### src/rtl/edo_ctl_pkg.sv
// Package for the EDO DRAM controller.
// Holds the sequencer state type and the elaboration-time helpers that
// turn nanosecond minimums into whole clock cycles.
package edo_ctl_pkg;

    typedef enum logic [3:0] {
        ST_IDLE,    // strobes idle, waiting for work
        ST_ROW,     // row address set up, RAS still high
        ST_RCD,     // RAS low, counting RAS-to-CAS delay
        ST_CAS,     // CAS low, counting access time
        ST_SAMPLE,  // CAS low, read data captured at the end
        ST_HOLD,    // CAS high, RAS low until pulse minimum met
        ST_PRE,     // RAS high, counting precharge
        ST_RCAS,    // refresh: CAS low ahead of RAS
        ST_RRAS     // refresh: RAS low with CAS low
    } edo_state_e;

    // Round a nanosecond minimum up to whole clock periods.
    function automatic int ns_to_cycles(input int ns, input int period_ns);
        return (ns + period_ns - 1) / period_ns;
    endfunction

    function automatic int imax(input int a, input int b);
        return (a > b) ? a : b;
    endfunction

endpackage

### src/rtl/edo_step_counter.sv
// Saturating up-counter used for timing intervals.
// Assumes: clear restarts the count at zero in the next cycle; the count
// stops at its all-ones value instead of wrapping.
module edo_step_counter #(
    parameter int WIDTH = 8
) (
    input  logic             clk,
    input  logic             rst_n,
    input  logic             clear,
    output logic [WIDTH-1:0] count
);

    // Count cycles since the last clear, saturating at the top.
    always_ff @(posedge clk) begin
        if (!rst_n || clear) begin
            count <= '0;
        end else if (count != '1) begin
            count <= count + 1'b1;
        end
    end

endmodule

### src/rtl/edo_refresh_timer.sv
// Periodic refresh request generator.
// Raises pending once every INTERVAL_CYC cycles and holds it until the
// sequencer acknowledges. Assumes a new tick in the acknowledge cycle
// must not be lost, so a set wins over a clear.
module edo_refresh_timer #(
    parameter int INTERVAL_CYC = 3900
) (
    input  logic clk,
    input  logic rst_n,
    input  logic ack,
    output logic pending
);

    localparam int TW = (INTERVAL_CYC > 1) ? $clog2(INTERVAL_CYC) : 1;
    localparam logic [TW-1:0] LAST = TW'(INTERVAL_CYC - 1);

    logic [TW-1:0] tick_cnt;
    logic          tick;

    assign tick = (tick_cnt == LAST);

    // Free-running interval counter.
    always_ff @(posedge clk) begin
        if (!rst_n || tick) begin
            tick_cnt <= '0;
        end else begin
            tick_cnt <= tick_cnt + 1'b1;
        end
    end

    // Pending flag: set on a tick, cleared when the refresh starts.
    always_ff @(posedge clk) begin
        if (!rst_n) begin
            pending <= 1'b0;
        end else if (tick) begin
            pending <= 1'b1;
        end else if (ack) begin
            pending <= 1'b0;
        end
    end

endmodule

### src/rtl/edo_dram_ctrl.sv
// EDO DRAM access controller (top).
// Runs one host access at a time over a multiplexed-address asynchronous
// DRAM with per-byte column strobes, using early-write timing, and inserts
// CAS-before-RAS refresh on a fixed schedule. Assumes the host keeps its
// request fields stable from host_req high until host_ready.
module edo_dram_ctrl
    import edo_ctl_pkg::*;
#(
    parameter int CLK_PERIOD_NS  = 4,
    parameter int ADDR_PINS      = 10,
    parameter int DATA_W         = 16,
    parameter int T_RC_NS        = 84,
    parameter int T_RP_NS        = 30,
    parameter int T_RAS_NS       = 50,
    parameter int T_RAS_MAX_NS   = 10000,
    parameter int T_RCD_NS       = 11,
    parameter int T_RAH_NS       = 7,
    parameter int T_CAS_NS       = 7,
    parameter int T_CAC_NS       = 13,
    parameter int T_CSR_NS       = 5,
    parameter int REFRESH_NS     = 15600
) (
    input  logic                   clk,
    input  logic                   rst_n,
    input  logic                   host_req,
    input  logic                   host_wr,
    input  logic [2*ADDR_PINS-1:0] host_addr,
    input  logic [1:0]             host_be,
    input  logic [DATA_W-1:0]      host_wdata,
    output logic                   host_ready,
    output logic [DATA_W-1:0]      host_rdata,
    output logic                   dram_ras_n,
    output logic                   dram_ucas_n,
    output logic                   dram_lcas_n,
    output logic                   dram_we_n,
    output logic                   dram_oe_n,
    output logic [ADDR_PINS-1:0]   dram_addr,
    output logic [DATA_W-1:0]      dram_dq_out,
    output logic                   dram_dq_oe,
    input  logic [DATA_W-1:0]      dram_dq_in
);

    localparam int HALF        = DATA_W / 2;
    localparam int RAH_CYC     = ns_to_cycles(T_RAH_NS, CLK_PERIOD_NS);
    localparam int RCD_CYC     = imax(ns_to_cycles(T_RCD_NS, CLK_PERIOD_NS), RAH_CYC + 1);
    localparam int CAC_CYC     = imax(ns_to_cycles(T_CAC_NS, CLK_PERIOD_NS),
                                      ns_to_cycles(T_CAS_NS, CLK_PERIOD_NS) - 1);
    localparam int RP_CYC      = ns_to_cycles(T_RP_NS, CLK_PERIOD_NS);
    localparam int RAS_LOW_CYC = imax(ns_to_cycles(T_RAS_NS, CLK_PERIOD_NS),
                                      ns_to_cycles(T_RC_NS, CLK_PERIOD_NS) - RP_CYC);
    localparam int RAS_MAX_CYC = T_RAS_MAX_NS / CLK_PERIOD_NS;
    localparam int CSR_CYC     = imax(ns_to_cycles(T_CSR_NS, CLK_PERIOD_NS), 1);
    localparam int REF_CYC     = REFRESH_NS / CLK_PERIOD_NS;
    localparam int STEP_MAX    = imax(imax(RCD_CYC, CAC_CYC), imax(RP_CYC, CSR_CYC));
    localparam int CNT_W       = $clog2(STEP_MAX + 1);
    localparam int RAS_W       = $clog2(RAS_MAX_CYC + 1);

    localparam logic [CNT_W-1:0] RAH_LIM  = CNT_W'(RAH_CYC);
    localparam logic [CNT_W-1:0] RCD_LAST = CNT_W'(RCD_CYC - 1);
    localparam logic [CNT_W-1:0] CAC_LAST = CNT_W'(CAC_CYC - 1);
    localparam logic [CNT_W-1:0] RP_LAST  = CNT_W'(RP_CYC - 1);
    localparam logic [CNT_W-1:0] CSR_LAST = CNT_W'(CSR_CYC - 1);
    localparam logic [RAS_W-1:0] RAS_LAST = RAS_W'(RAS_LOW_CYC - 1);
    localparam logic [RAS_W-1:0] RAS_CAP  = RAS_W'(RAS_MAX_CYC);
    localparam logic [RAS_W-1:0] RCD_MIN  = RAS_W'(RCD_CYC);

    edo_state_e state_q, state_d;
    logic [CNT_W-1:0]       step_cnt;
    logic [RAS_W-1:0]       ras_cnt;
    logic                   ref_pending, ref_ack, accept;
    logic [2*ADDR_PINS-1:0] addr_q;
    logic [DATA_W-1:0]      wdata_q;
    logic [1:0]             be_q;
    logic                   wr_q;
    logic                   cas_phase, ref_cas, row_phase;

    edo_refresh_timer #(.INTERVAL_CYC(REF_CYC)) u_ref_timer (
        .clk(clk), .rst_n(rst_n), .ack(ref_ack), .pending(ref_pending)
    );

    edo_step_counter #(.WIDTH(CNT_W)) u_step_cnt (
        .clk(clk), .rst_n(rst_n), .clear(state_d != state_q), .count(step_cnt)
    );

    edo_step_counter #(.WIDTH(RAS_W)) u_ras_cnt (
        .clk(clk), .rst_n(rst_n), .clear(dram_ras_n), .count(ras_cnt)
    );

    assign ref_ack = (state_q == ST_IDLE) && ref_pending;
    assign accept  = (state_q == ST_IDLE) && !ref_pending && host_req;

    // Next-state selection for access and refresh sequences.
    always_comb begin
        state_d = state_q;
        unique case (state_q)
            ST_IDLE:   if (ref_pending) state_d = ST_RCAS;
                       else if (host_req) state_d = ST_ROW;
            ST_ROW:    state_d = ST_RCD;
            ST_RCD:    if (step_cnt == RCD_LAST) state_d = ST_CAS;
            ST_CAS:    if (step_cnt == CAC_LAST) state_d = ST_SAMPLE;
            ST_SAMPLE: state_d = ST_HOLD;
            ST_HOLD:   if (ras_cnt >= RAS_LAST) state_d = ST_PRE;
            ST_PRE:    if (step_cnt == RP_LAST) state_d = ST_IDLE;
            ST_RCAS:   if (step_cnt == CSR_LAST) state_d = ST_RRAS;
            ST_RRAS:   if (ras_cnt >= RAS_LAST) state_d = ST_PRE;
            default:   state_d = ST_IDLE;
        endcase
    end

    // Sequencer state register.
    always_ff @(posedge clk) begin
        if (!rst_n) state_q <= ST_IDLE;
        else        state_q <= state_d;
    end

    // Latch the host request when it is accepted.
    always_ff @(posedge clk) begin
        if (!rst_n) begin
            addr_q  <= '0;
            wdata_q <= '0;
            be_q    <= '0;
            wr_q    <= 1'b0;
        end else if (accept) begin
            addr_q  <= host_addr;
            wdata_q <= host_wdata;
            be_q    <= host_be;
            wr_q    <= host_wr;
        end
    end

    // Completion pulse and masked read-data capture.
    always_ff @(posedge clk) begin
        if (!rst_n) begin
            host_ready <= 1'b0;
            host_rdata <= '0;
        end else begin
            host_ready <= (state_q == ST_SAMPLE);
            if (state_q == ST_SAMPLE && !wr_q) begin
                host_rdata <= {be_q[1] ? dram_dq_in[DATA_W-1:HALF] : {HALF{1'b0}},
                               be_q[0] ? dram_dq_in[HALF-1:0]      : {HALF{1'b0}}};
            end
        end
    end

    // Strobe, enable and address pin decode from the current state.
    always_comb begin
        cas_phase   = (state_q == ST_CAS) || (state_q == ST_SAMPLE);
        ref_cas     = (state_q == ST_RCAS) || (state_q == ST_RRAS);
        row_phase   = (state_q == ST_ROW) || ((state_q == ST_RCD) && (step_cnt < RAH_LIM));
        dram_ras_n  = !((state_q == ST_RCD) || cas_phase ||
                        (state_q == ST_HOLD) || (state_q == ST_RRAS));
        dram_ucas_n = !((cas_phase && be_q[1]) || ref_cas);
        dram_lcas_n = !((cas_phase && be_q[0]) || ref_cas);
        dram_we_n   = !(wr_q && ((state_q == ST_ROW) || (state_q == ST_RCD) || cas_phase));
        dram_oe_n   = !(!wr_q && cas_phase);
        dram_dq_oe  = !dram_we_n;
        dram_dq_out = wdata_q;
        dram_addr   = row_phase ? addr_q[2*ADDR_PINS-1:ADDR_PINS] : addr_q[ADDR_PINS-1:0];
    end


    ras_max_chk: assert property (@(posedge clk) disable iff (!rst_n)
        !dram_ras_n |-> (ras_cnt < RAS_CAP));


    rcd_chk: assert property (@(posedge clk) disable iff (!rst_n)
        ($fell(dram_ucas_n & dram_lcas_n) && !dram_ras_n) |-> (ras_cnt >= RCD_MIN));


    rah_chk: assert property (@(posedge clk) disable iff (!rst_n)
        ($fell(dram_ras_n) && dram_ucas_n && dram_lcas_n) |=> $stable(dram_addr));


    early_write_chk: assert property (@(posedge clk) disable iff (!rst_n)
        ($fell(dram_ucas_n & dram_lcas_n) && !dram_we_n) |-> $past(!dram_we_n && dram_dq_oe));


    cbr_order_chk: assert property (@(posedge clk) disable iff (!rst_n)
        ($fell(dram_ras_n) && !dram_lcas_n) |-> ($past(!dram_lcas_n && !dram_ucas_n) && dram_we_n));


    read_oe_chk: assert property (@(posedge clk) disable iff (!rst_n)
        !dram_oe_n |-> (dram_we_n && !dram_dq_oe));


    ready_pulse_chk: assert property (@(posedge clk) disable iff (!rst_n)
        host_ready |=> !host_ready);

endmodule

### config.mk
export PLATFORM = sky130hd
export DESIGN_NAME = edo_dram_ctrl
export DESIGN_NICKNAME = d
export VERILOG_FILES = /design/src/rtl/edo_ctl_pkg.sv /design/src/rtl/edo_step_counter.sv /design/src/rtl/edo_refresh_timer.sv /design/src/rtl/edo_dram_ctrl.sv
export SDC_FILE = /design/constraint.sdc
export NUM_CORES = 1
export LEC_CHECK = 0
export BUFFER_PORTS_ARGS = -buffer_cell sky130_fd_sc_hd__clkbuf_2
export CORE_MARGIN = 2
export CORE_UTILIZATION = 56
export DETAILED_ROUTE_END_ITERATION = 8
export PLACE_DENSITY = 0.84
export SLEW_MARGIN = 25
export SYNTH_ARGS = -nofsm -noshare
export SYNTH_HDL_FRONTEND = slang
export SYNTH_HIERARCHICAL = 1
export SYNTH_SLANG_ARGS = --single-unit
### constraint.sdc
create_clock -name clk -period 3.5 [get_ports clk]
set_clock_uncertainty 0.05 [all_clocks]
set_input_delay 0.35 -clock clk [delete_from_list [all_inputs] [get_ports clk]]
set_output_delay 0.35 -clock clk [all_outputs]
set_load 0.01 [all_outputs]
==> results by group <==
Pwr
  • Cell Pwr Density: 444 mW/mm2
  • Leak Pwr: 1.92 nW
  • Peak VDD IR: 0.000222 V

Floorplan
  • Row Count: 30
  • # IOs: 107
  • Starting Density: 58.2%
  • Chip width: 88.2 um
  • Height of the die: 88.2 um
  • Die ar.: 0.00778 mm2
  • Core Region: 0.00683 mm2

Yosys
  • Syn_nets: 545
  • #FFs+latches synth: 89
  • Distinct cells, synth: 60
  • Post-Synth Adder-Cell Area: 1.26%
  • Sequential share of the synthesized area: 44.9%
  • Synth Instances: 483
  • Synth area leader: dfxtp_1
  • Post-synthesis cell area: 0.00397 mm2
  • Syn_area_per_cell: 8.22 um2
  • Post-Synth XOR/XNOR Area: 1.98%
  • Post-synth EDFFs: 0
  • Post-synthesis compound-gate area fraction: 17.2%
  • Post-synth top area share: 44.9%
  • Simple-gate portion of the synthesized area: 27.7%
  • Async set-reset flop share out of synthesis: 0%
  • Mux share of post-synthesis cell area: 3.34%
  • Top-count cell post-synth: nand2_1
  • Top post-synthesis cells by area: dfxtp_1 (45%), nand2_1 (9.7%), a21oi_1 (9.2%), nand3_1 (3.4%), mux2_2 (2.8%)
  • Largest family of logic cells by synthesized area: simple AND/OR/NAND/NOR gates
  • Warnings, synthesis: 6
  • Synth top cells by count: nand2_1 (103), dfxtp_1 (89), a21oi_1 (73)
  • Synth Flop Type: dfxtp_1

Routing
  • Detailed-route DRC error count: 0
  • Avg WL per Cell: 13.3 um
  • DRT Pass-1 Iters: 5
  • Via Count: 3,744
  • Total wire length: 9040 um
  • Vias per std cell: 5.52
  • ANT nets after route: 0
  • DRT iter0 DRCs: 276

Layout
  • Final non-filler cell total: 678
  • # diodes: 0
  • P&R area growth vs syn: 18.6%
  • Nets@finish: 639
  • Layout cell share with drive strength beyond 1: 26.1%

Global routing
  • GRT overflow: 0
  • First-pass GRT wire length: 14,200 um
  • Antenna violations before repair: 0
  • Tot GR Track Use: 22.5%
  • Number of global-route vias before repair: 3,334
  • Largest net degree at the start of global routing: 60

Flow run
  • Max Cap Viol: 0

Clock network
  • Setup Fix Bufs, Post-CTS: 0
  • Worst-path clk slew: 0.08 ns
  • Sink Count: 89
  • Clock insertion delay at the later pin of the skew report: 0.36 ns
  • Post-CTS Resized: 0
  • Clock Tree Root: clkbuf_8
  • Cts hold-fix bufs: 0
  • CTS Buf Count: 9
  • TritonCTS clock tree: built
  • Depth of the CTS H-tree: 3
  • CTS Buffer Depth: 2

Worst setup path
  • Reg2Reg Depth: 5
  • Crit. End Element: output port
  • Crit Path Class: flip-flop to output port
  • CP Launch Point: state_q[1]$_SDFF_PN0_
  • Critical path endpoint: dram_addr[5]
  • Setup slack, reg-to-reg: 1.16 ns
  • WP data arrival: 2.33 ns
  • CP required: 3.10 ns
  • Worst flop-to-flop path startpoint: state_q[1]$_SDFF_PN0_
  • Reg2reg end: dram_dq_out[0]$_SDFFE_PN0P_
  • Crit path max fanout: 16
  • CP startpoint kind: flip-flop

STA
  • FMAX: 0.367 GHz
  • Endpoints failing hold: 0
  • Fin Hold WS: 0.156 ns
  • Unrepaired setup endpoints after global routing: false
  • Max-slew headroom: 34.7%
  • Final Cycle Share: 77.9%
  • Setup violations, final: 0
  • Slew Viols, Final: 0
  • Smallest setup slack after layout: 0.772 ns
  • Crit path time final: 2.73 ns
  • Slew @ Worst Pin: 0.978 ns
  • Fin Setup TNS: 0 ns

Placement
  • HPWL after DPL: 6350 um
  • GPL Wtd Cong: 0.873
  • PortBufs: 106
  • Pre-CTS setup slack: 1.19 ns
  • Dpl cells: 662

Status
  • Status: finished, final reports clean

Hold path
  • Hold Path Class: primary input to flip-flop
[power breakdown]
part           total (mW)  switching [mW]  internal (mW)
registers            1.13          0.0597           1.07
logic               0.349           0.197          0.152
clock network       0.612           0.356          0.256
total                2.09           0.613           1.48
[cells in the final DEF (no fill, tap or decap), types with 5 or more instances in the layout]
master    instances
clkbuf_8          9
nand3b_1          7
mux2_2           10
o21ai_0           9
nand2_1         103
nor2_1           21
or3_1             5
a21oi_1          73
clkbuf_2        106
dfxtp_1          89
inv_1            10
xnor2_1           5
nor3_1            8
a31oi_1           5
nand3_1          27
o31ai_1           5
[flip-flops by register name (all words and copies together) (netlist names)]
register and cells:
addr_q 20, state_q 4, host_rdata 16, host_ready 1
u_ref_timer/tick_cnt 12, u_ras_cnt/count 12, wr_q 1, be_q 2
u_ref_timer/pending 1, u_step_cnt/count 4, dram_dq_out 16
[routing by layer]
layer / track usage [%] / part of all wire, %
met5: 0 / 0
met4: 8.82 / 1.5
met3: 4.01 / 5.2
met2: 39.2 / 49
met1: 27.7 / 44
[layout make-up]
class	count	area, um2
Sequential cell	89	1780
Timing Repair Buffer	109	553
Clock inverter	7	45.0
Inverter	11	41.3
Fill cell	579	2120
Clock buffer	9	124
Tap cell	96	120
Multi-Input combinational cell	357	2040
[how the worst min path moves through the flow]
| stage | startpoint | end | slack [ns] | depth (start not counted) |
|---|---|---|---|---|
| finish | host_wdata[14] | dram_dq_out[14]$_SDFFE_PN0P_ | 0.16 | 3 |
| CTS | host_wdata[14] | dram_dq_out[14]$_SDFFE_PN0P_ | 0.15 | 3 |
| detailed placement | dram_dq_out[8]$_SDFFE_PN0P_ | dram_dq_out[8]$_SDFFE_PN0P_ | 0.40 | 2 |
| floorplan | addr_q[0]$_SDFFE_PN0P_ | addr_q[0]$_SDFFE_PN0P_ | 0.38 | 2 |
| global route | host_wdata[14] | dram_dq_out[14]$_SDFFE_PN0P_ | 0.15 | 3 |
| global placement | host_rdata[6]$_SDFFE_PN0P_ | host_rdata[6]$_SDFFE_PN0P_ | 0.39 | 2 |
[critical path: stages, from the launching register on]
cell and delay [ns]:
dfxtp_1 0.64, or4b_1 0.51, o22ai_1 0.16, nand2_2 0.20, mux2_2 0.33, clkbuf_2 0.13
[cell families (layout without fill, tap and decap cells)]
family | Yosys count | count (layout)
AND/OR/NAND/NOR | 217 | 217
buffers and inverters | 37 | 136
AO/OA/AOI/OAI | 115 | 115
XOR/XNOR | 9 | 9
adder cells (fa/ha/maj) | 4 | 4
flip-flops | 89 | 89
multiplexers | 12 | 12
[metrics by stage]
step           power [mW]  area (um2)  utilization, %
2_1_floorplan        1.38        3970               -
3_3_place_gp         1.49        4540            66.5
3_5_place_dp         1.50        4540            66.5
4_1_cts              2.10        4710            68.9
5_1_grt              2.19        4710            68.9
6_report             2.09        4710            68.9
Note: power is estimated with default switching activity, not from simulation.
